$ cat src/rtl/aperture_xlat.sv
module aperture_xlat #(
  parameter int TBL_DEPTH = 64,
  parameter int CACHE_N = 4,
  parameter logic [27:0] SCRATCH_PAGE = 28'h0000100,
  localparam int IDX_W = (TBL_DEPTH > 1) ? $clog2(TBL_DEPTH) : 1
) (
  input  logic             clk,
  input  logic             rst_n,
  input  logic             cfg_we,
  input  logic             cfg_sel,
  input  logic [14:0]      cfg_wdata,
  input  logic             tbl_we,
  input  logic             tbl_map,
  input  logic [IDX_W-1:0] tbl_idx,
  input  logic [35:0]      tbl_ppage,
  input  logic             flush,
  input  logic             req_valid,
  input  logic [31:0]      req_addr,
  output logic             rsp_valid,
  output logic [39:0]      rsp_addr,
  output logic             rsp_hit,
  output logic             rsp_err,
  output logic             rsp_cached,
  output logic             xlat_ready,
  output logic             tbl_rej
);
  localparam int CS_W = (CACHE_N > 1) ? $clog2(CACHE_N) : 1;

  logic [14:0] base_q;
  logic [3:0]  ctrl_q;
  logic        ready_q;

  logic [31:0] mem [TBL_DEPTH];
  logic [31:0] tbl_q;

  logic [CACHE_N-1:0] c_val;
  logic [IDX_W-1:0]   c_tag [CACHE_N];
  logic [31:0]        c_ent [CACHE_N];

  logic             s1_v, s1_in, s1_ok, s1_hit;
  logic [31:0]      s1_ent;
  logic [31:0]      s1_addr;
  logic [IDX_W-1:0] s1_idx;

  // window decode, in 4 KB pages
  wire [27:0] base_pg = {base_q, 13'd0};
  wire [28:0] size_pg = 29'h0002000 << ctrl_q[3:1];
  wire [28:0] end_pg  = {1'b0, base_pg} + size_pg;
  wire        ap_on   = ctrl_q[0] && (end_pg <= 29'h0100000);
  wire [19:0] a_pg    = req_addr[31:12];
  wire        in_ap   = ap_on && ({8'd0, a_pg} >= base_pg) && ({9'd0, a_pg} < end_pg);
  wire [19:0] pidx    = a_pg - base_pg[19:0];
  wire        idx_ok  = {12'd0, pidx} < 32'(TBL_DEPTH);
  wire [IDX_W-1:0] idx  = pidx[IDX_W-1:0];
  wire [CS_W-1:0]  cset = idx[CS_W-1:0];
  wire        c_hit   = ready_q && in_ap && idx_ok && c_val[cset] && (c_tag[cset] == idx);

  // table write encoding
  wire        wr_bad = tbl_map && (tbl_ppage[35:28] != 8'd0);
  wire [31:0] wr_ent = tbl_map ? {tbl_ppage[19:0], tbl_ppage[27:20], 4'b0011}
                               : {SCRATCH_PAGE[19:0], SCRATCH_PAGE[27:20], 4'b0011};

  // response decode
  wire [31:0] ent    = s1_hit ? s1_ent : tbl_q;
  wire        good   = s1_ok && ent[0];
  wire [39:0] xl_out = !s1_in ? {8'd0, s1_addr}
                     : good   ? {ent[11:4], ent[31:12], s1_addr[11:0]}
                              : {SCRATCH_PAGE, s1_addr[11:0]};
  wire        fill   = s1_v && s1_in && s1_ok && !s1_hit && tbl_q[0] && ready_q && !flush;
  wire [CS_W-1:0] fset = s1_idx[CS_W-1:0];

  logic unused_ent_bits;
  assign unused_ent_bits = ^ent[3:1];

  assign xlat_ready = ready_q;

  always_ff @(posedge clk or negedge rst_n) begin
    if (!rst_n) begin
      for (int i = 0; i < TBL_DEPTH; i++) mem[i] <= '0;
    end else if (tbl_we && !wr_bad) begin
      mem[tbl_idx] <= wr_ent;
    end
  end

  always_ff @(posedge clk) begin
    if (fill) begin
      c_tag[fset] <= s1_idx;
      c_ent[fset] <= tbl_q;
    end
  end

  always_ff @(posedge clk or negedge rst_n) begin
    if (!rst_n) begin
      base_q     <= '0;
      ctrl_q     <= '0;
      ready_q    <= 1'b0;
      c_val      <= '0;
      tbl_q      <= '0;
      s1_v       <= 1'b0;
      s1_in      <= 1'b0;
      s1_ok      <= 1'b0;
      s1_hit     <= 1'b0;
      s1_ent     <= '0;
      s1_addr    <= '0;
      s1_idx     <= '0;
      rsp_valid  <= 1'b0;
      rsp_addr   <= '0;
      rsp_hit    <= 1'b0;
      rsp_err    <= 1'b0;
      rsp_cached <= 1'b0;
      tbl_rej    <= 1'b0;
    end else begin
      if (cfg_we && !cfg_sel) base_q <= cfg_wdata;
      if (cfg_we && cfg_sel)  ctrl_q <= cfg_wdata[3:0];

      if (cfg_we)     ready_q <= 1'b0;
      else if (flush) ready_q <= 1'b1;

      if (flush)     c_val       <= '0;
      else if (fill) c_val[fset] <= 1'b1;

      tbl_q   <= mem[idx];
      s1_v    <= req_valid;
      s1_in   <= in_ap;
      s1_ok   <= idx_ok;
      s1_hit  <= c_hit;
      s1_ent  <= c_ent[cset];
      s1_addr <= req_addr;
      s1_idx  <= idx;

      rsp_valid  <= s1_v;
      rsp_addr   <= xl_out;
      rsp_hit    <= s1_in;
      rsp_err    <= s1_in && !good;
      rsp_cached <= s1_in && s1_hit;
      tbl_rej    <= tbl_we && wr_bad;
    end
  end
endmodule

$ cat config.mk
export PLATFORM = sky130hd
export DESIGN_NAME = aperture_xlat
export DESIGN_NICKNAME = d
export VERILOG_FILES = /design/src/rtl/aperture_xlat.sv
export SDC_FILE = /design/constraint.sdc
export NUM_CORES = 2
export LEC_CHECK = 0
export BUFFER_PORTS_ARGS = -buffer_cell sky130_fd_sc_hd__buf_2
export CAP_MARGIN = 20
export CORE_MARGIN = 3
export CORE_UTILIZATION = 40
export CTS_CLUSTER_DIAMETER = 100
export DETAILED_ROUTE_END_ITERATION = 8
export RECOVER_POWER = 25
export SYNTH_ARGS = -nofsm -noshare
export SYNTH_HDL_FRONTEND = slang
export SYNTH_SLANG_ARGS = --single-unit
$ cat constraint.sdc
create_clock -name clk -period 8.8 [get_ports clk]
set_input_delay 0.88 -clock clk [delete_from_list [all_inputs] [get_ports clk]]
set_output_delay 0.88 -clock clk [all_outputs]
set_load 0.01 [all_outputs]
### Word-level counts from Yosys, hierarchy flattened

Memories as Yosys holds them, arrays and structs flattened. A register that Yosys moved wholly into a read port is not among the register bits.
Index checks and enable logic that the tools add are counted.

| storage, ports and cells | value |
|---|---|
| register bits after elaboration | 2191 |
| memory bits (writable) | 152 |
| output and inout bits | 46 |
| memories kept | 2 |

Memories:

| memory | words | width | read ports | clocked after Yosys merged registers in | wr ports | line | source |
|---|---|---|---|---|---|---|---|
| c_ent | 4 | 32 | 1 | 1 | 1 | 38 | `logic [31:0] c_ent [CACHE_N];` |
| c_tag | 4 | 6 | 1 | 0 | 1 | 37 | `logic [IDX_W-1:0] c_tag [CACHE_N];` |

| operators by class | value |
|---|---|
| $add $sub $neg | 2 |
| $lt $le $gt $ge | 10 |
| equal/unequal tests | 1 |
| shifts and indexed selects | 1 |
| multiplexer cells | 20 |
| bitwise logic cells | 3 |
| reduce and logical (&&, ||, !) cells | 32 |

Operators by type and width:

| cell | count |
|---|---|
| $bwmux 2048 | 1 |
| $bmux 32 s6 | 1 |
| $demux 32 s6 | 1 |
| $mux 32 | 5 |
| $mux 40 | 2 |
| $add 28x29->29 | 1 |
| $le 29x21->1 const B | 1 |
| $lt 20x29->1 | 1 |
| $shl 14x3->29 const A | 1 |
| $ge 20x28->1 | 1 |
| $logic_and 1x1->1 | 23 |
| $lt 20x7->1 const B | 1 |
| $sub 20x20->20 | 1 |
| $ge 7x7->1 const B | 2 |
| $not 6->7 | 2 |
| $mux 4 | 2 |
| $reduce_bool 8->1 | 1 |
| $lt 7x1->1 const B | 1 |
| $eq 6x6->1 | 1 |
| $logic_not 1->1 | 6 |
| $lt 2x3->1 const B | 2 |
| $mux 1 | 6 |
| $or 4x4->4 | 1 |
| $reduce_bool 2->1 | 2 |
| 3 further kinds | 3 |

### Logic depth before layout (Yosys ltp)

| logic depth | value |
|---|---|
| depth after elaboration | 10 |
| depth in mapped cells | 15 |

### Worst setup path before layout

Ideal clock, no wire load.

| timing path | value |
|---|---|
| path type | input -> register |
| start point | input flush |
| end point | memory c_ent[1][0] (enable) |
| setup time | 473 ps |
| data arrival time | 4047 ps |
| slack | 4280 ps |
| cell stages on the path | 2 |
| buffers on the path | 0 |
| cell sequence | or4b_2 nor3_1 |

| between the ends | value |
|---|---|
| cells in the longest elaborated chain, start to end | 4 |

Ends and longest elaborated chain:

| element | line | source |
|---|---|---|
| from (decl) | 16 | `input logic flush,` |
| $logic_not 1->1 | 69 | `wire fill = s1_v && s1_in && s1_ok && !s1_hit && tbl_q[0] && ready_q && !flush;` |
| $logic_and 1x1->1 | 69 |  |
| $mux 1 | 86 | `if (fill) begin` |
| $mux 1 (implied by the code) | 88 | `c_ent[fset] <= tbl_q;` |
| to (decl) | 38 |  |

Every way passes these cells.

### Worst setup path after layout

| timing path | value |
|---|---|
| start point | input req_addr[17] |
| end point | register tbl_q[29] |

| between the ends | value |
|---|---|
| cells in the longest elaborated chain, start to end | 5 |

Ends and longest elaborated chain:

| element | line | source |
|---|---|---|
| from (decl) | 18 | `input logic [31:0] req_addr,` |
| $sub 20x20->20 | 52 | `wire [19:0] pidx = a_pg - base_pg[19:0];` |
| $not 6->7 (implied by the code) | 122 | `tbl_q <= mem[idx];` |
| $bmux 32 s6 | 122 |  |
| $mux 32 (implied by the code) (2 in series) | 122 |  |
| to (signal assigned) | 122 |  |
| to (decl) | 34 | `logic [31:0] tbl_q;` |

Every way passes these cells. The select of a mux whose other input is x is not followed.
A chain may end at the register's enable or synchronous reset.

==> metrics.yaml <==
finish:
  final_common_cell: "dfrtp_1"
  area_growth_pct: 11.1
  seq_area_mm2: 0.0547
  layout_common_cells: "dfrtp_1 (2,018), nand2_1 (1,823), o21ai_0 (1,793)"
  drive_above_1_share: 0.167
  nFillCells: 20604
  multi_input_area_mm2: 0.0336
  final_cells: 10742
  finalNetCount: 7695
synth:
  syn_area_per_cell_um2: 11.7
  syn-num-nets: 7927
  ys_seq_area_frac: 0.599
  async_reset_ff_frac: 0.935
  syn_inst: 7806
  synth_seq_cells: 2159
  synth_flop_cell: "dfrtp_1"
  yosys_warnings: 0
  synth_area_mm2: 0.0914
  synth_edf_count: 140
  synth.distinct_cells: 68
detailed_routing:
  ant_nets: 0
  wl_per_cell_um: 24.1
  drt-pass1-iter-count: 5
  vias: 59838
  drt_iter0_markers: 5434
  drt-total-wl_um: 259000
  drc: 0
  avgViaCountPerCell: 5.57
worst_setup_path:
  crit_required_ns: 9.55
  reg2reg_depth: 5
  arrival_ns: 6.13
  critical_path_class: "input pin to flip-flop"
  endpoint_kind: "flip-flop"
  startpoint_type: "input pin"
  critPathMaxFanout: 40
clocking:
  cts_resized: 0
  hold_buffers: 0
  post_cts_buffers: 0
  root_buffer: "clkbuf_16"
  cts.htree.levels: 4
  clock-sinks: 2159
  clockBufferDepth: 3
  clock_latency_ns: 0.86
  cts_inserted_buffers: 219
  cts_tree: "built"
  path_clk_slew_ns: 0.06
timing:
  grt_setup_unrepaired: "no"
  fin_skew_ns: 0.0477
  slew_violations: 653
  hold_viol_final: 0
  final.setup.tns_ns: 0
  max_slew.worst_pin.slew_ns: 4.29
  period_needed_ns: 5.38
  period_share: 0.612
  setup_viol: 0
  clock.fmax_mhz: 186
  relSlewSlack: -1.86
power_and_ir_drop:
  powerDensity_mw_per_mm2: 215
  combPwrFrac: 0.077
  worst_ir_drop_vdd_uv: 226
  internal-power_w: 0.0165
  clkPwrFrac: 0.429
  p_switching_w: 0.00531
  sw_frac_of_total: 0.243
  total_leakage_power_nw: 43.7
  p_seq_frac: 0.495
run_status:
  status: "complete, but fails checks"
  violations: "max-capacitance violations, max-slew violations"
floorplanning:
  dieArea_mm2: 0.234
  io_pins: 143
  row_count: 174
  core_mm2: 0.226
  die_y_um: 484
  chipWidth_um: 484
  initial_utilization: 0.404
global_routing:
  grt_pass1_vias: 61273
  grt_max_degree: 183
  grt_overflow: 0
  antenna_found_initial: 11
  grt_pass1_wl_um: 396000
  grt_usage: 0.223
placed_design:
  port_buffers: 142
  dp.cells: 10342
  dp_hpwl_um: 150000
  gp_congestion: 0.868
hold_path:
  hold_class: "input pin to asynchronous set/reset pin"
job:
  drv_cap: 12
[power groups by stage]
stage          registers (W)  clock network (W)  logic (W)
2_1_floorplan         0.0109                  0    0.00104
3_3_place_gp          0.0110                  0    0.00165
3_5_place_dp          0.0110                  0    0.00169
4_1_cts               0.0108            0.00954    0.00169
5_1_grt               0.0109            0.00997    0.00186
6_report              0.0108            0.00936    0.00168
[cell type report]
| type | count | area share |
|---|---|---|
| flip-flops and latches | 2159 | 0.539 |
| repair buffers | 291 | 0.0197 |
| clock inverters | 72 | 0.00899 |
| diodes | 3 | 0.0000740 |
| clock buffers | 322 | 0.0626 |
| multi-input cells | 4864 | 0.331 |
| well taps | 2992 | 0.0369 |
| inverters | 39 | 0.00144 |
[worst paths after layout]
path,start,to,slack (ns)
hold reg to reg,s1_addr[9],rsp_addr[9],0.35
max in group asynchronous,rst_n,s1_ent[25],3.45
setup reg to reg,s1_in,c_ent[0][11],4.94
hold / removal,rst_n,mem[988],0.01
setup / recovery,req_addr[17],tbl_q[29],3.42
min in group clk,req_addr[3],s1_addr[3],0.13
[cell families after synthesis]
logic type / count (synthesis) / synth area share
buffers and inverters: 783 / 0.0359
and+or+nand+nor: 2151 / 0.0959
DFF: 2159 / 0.599
xor gates and xnor gates: 8 / 0.000767
adders and majority gates: 24 / 0.00345
AOI/OAI and AO/OA: 2008 / 0.115
muxes: 673 / 0.150
[flip-flops by register name, summed over array words and instances (netlist names)]
name,flops
s1_idx,5
c_val,4
c_ent,116
rsp_cached,1
rsp_valid,1
s1_hit,1
tbl_q,29
s1_v,1
base_q,15
rsp_hit,1
s1_in,1
s1_addr,27
s1_ok,1
xlat_ready,1
rsp_err,1
rsp_addr,40
tbl_rej,1
c_tag,24
mem,1856
s1_ent,29
ctrl_q,4
[metrics by stage]
step | area [um2] | hold WS [ns] | util | power [W] | worst slack (ns)
floorplan | 91400 | 0.331 | - | 0.0119 | 4.28
global placement | 94200 | 0.332 | 0.417 | 0.0126 | 3.54
detailed placement | 94300 | 0.336 | 0.417 | 0.0127 | 4.06
CTS | 102000 | 0.0567 | 0.449 | 0.0220 | 4.98
global route | 101000 | 0.0832 | 0.449 | 0.0227 | 2.33
finish | 101000 | 0.0138 | 0.449 | 0.0218 | 3.42
[per-layer routing]
metal	GRT usage	vias to the layer above	routed length [um]
met5	0	-	39
met4	0.0790	6	10300
met3	0.0449	468	17800
met2	0.360	1779	122000
met1	0.300	30740	109000
li1	-	26845	-
[worst max-delay path, stage by stage]
cell,delay [ns]
buf_2,0.08
clkbuf_1,1.75
inv_2,0.72
buf_4,0.55
nand2_1,0.82
a2111oi_1,0.09
clkdlybuf4s18_2,0.31
a221oi_1,0.20
o21ai_0,0.38
a21oi_1,0.26
[Yosys cell counts (23+ instances only)]
cell / count / area (um2)
edfxtp_1: 140 / 4200
or4_1: 34 / 255
o21ai_0: 1793 / 8970
o22ai_1: 33 / 206
buf_4: 28 / 210
nand2b_1: 74 / 463
mux4_2: 557 / 12500
inv_1: 39 / 146
buf_2: 138 / 691
a211oi_1: 41 / 308
a21oi_1: 38 / 190
nor2b_1: 32 / 200
clkbuf_1: 553 / 2080
mux2_2: 23 / 259
nor2_1: 40 / 150
mux2i_1: 93 / 931
dfrtp_1: 2019 / 50500
nand2_1: 1874 / 7030
Note: power is estimated with default switching activity, not from simulation.
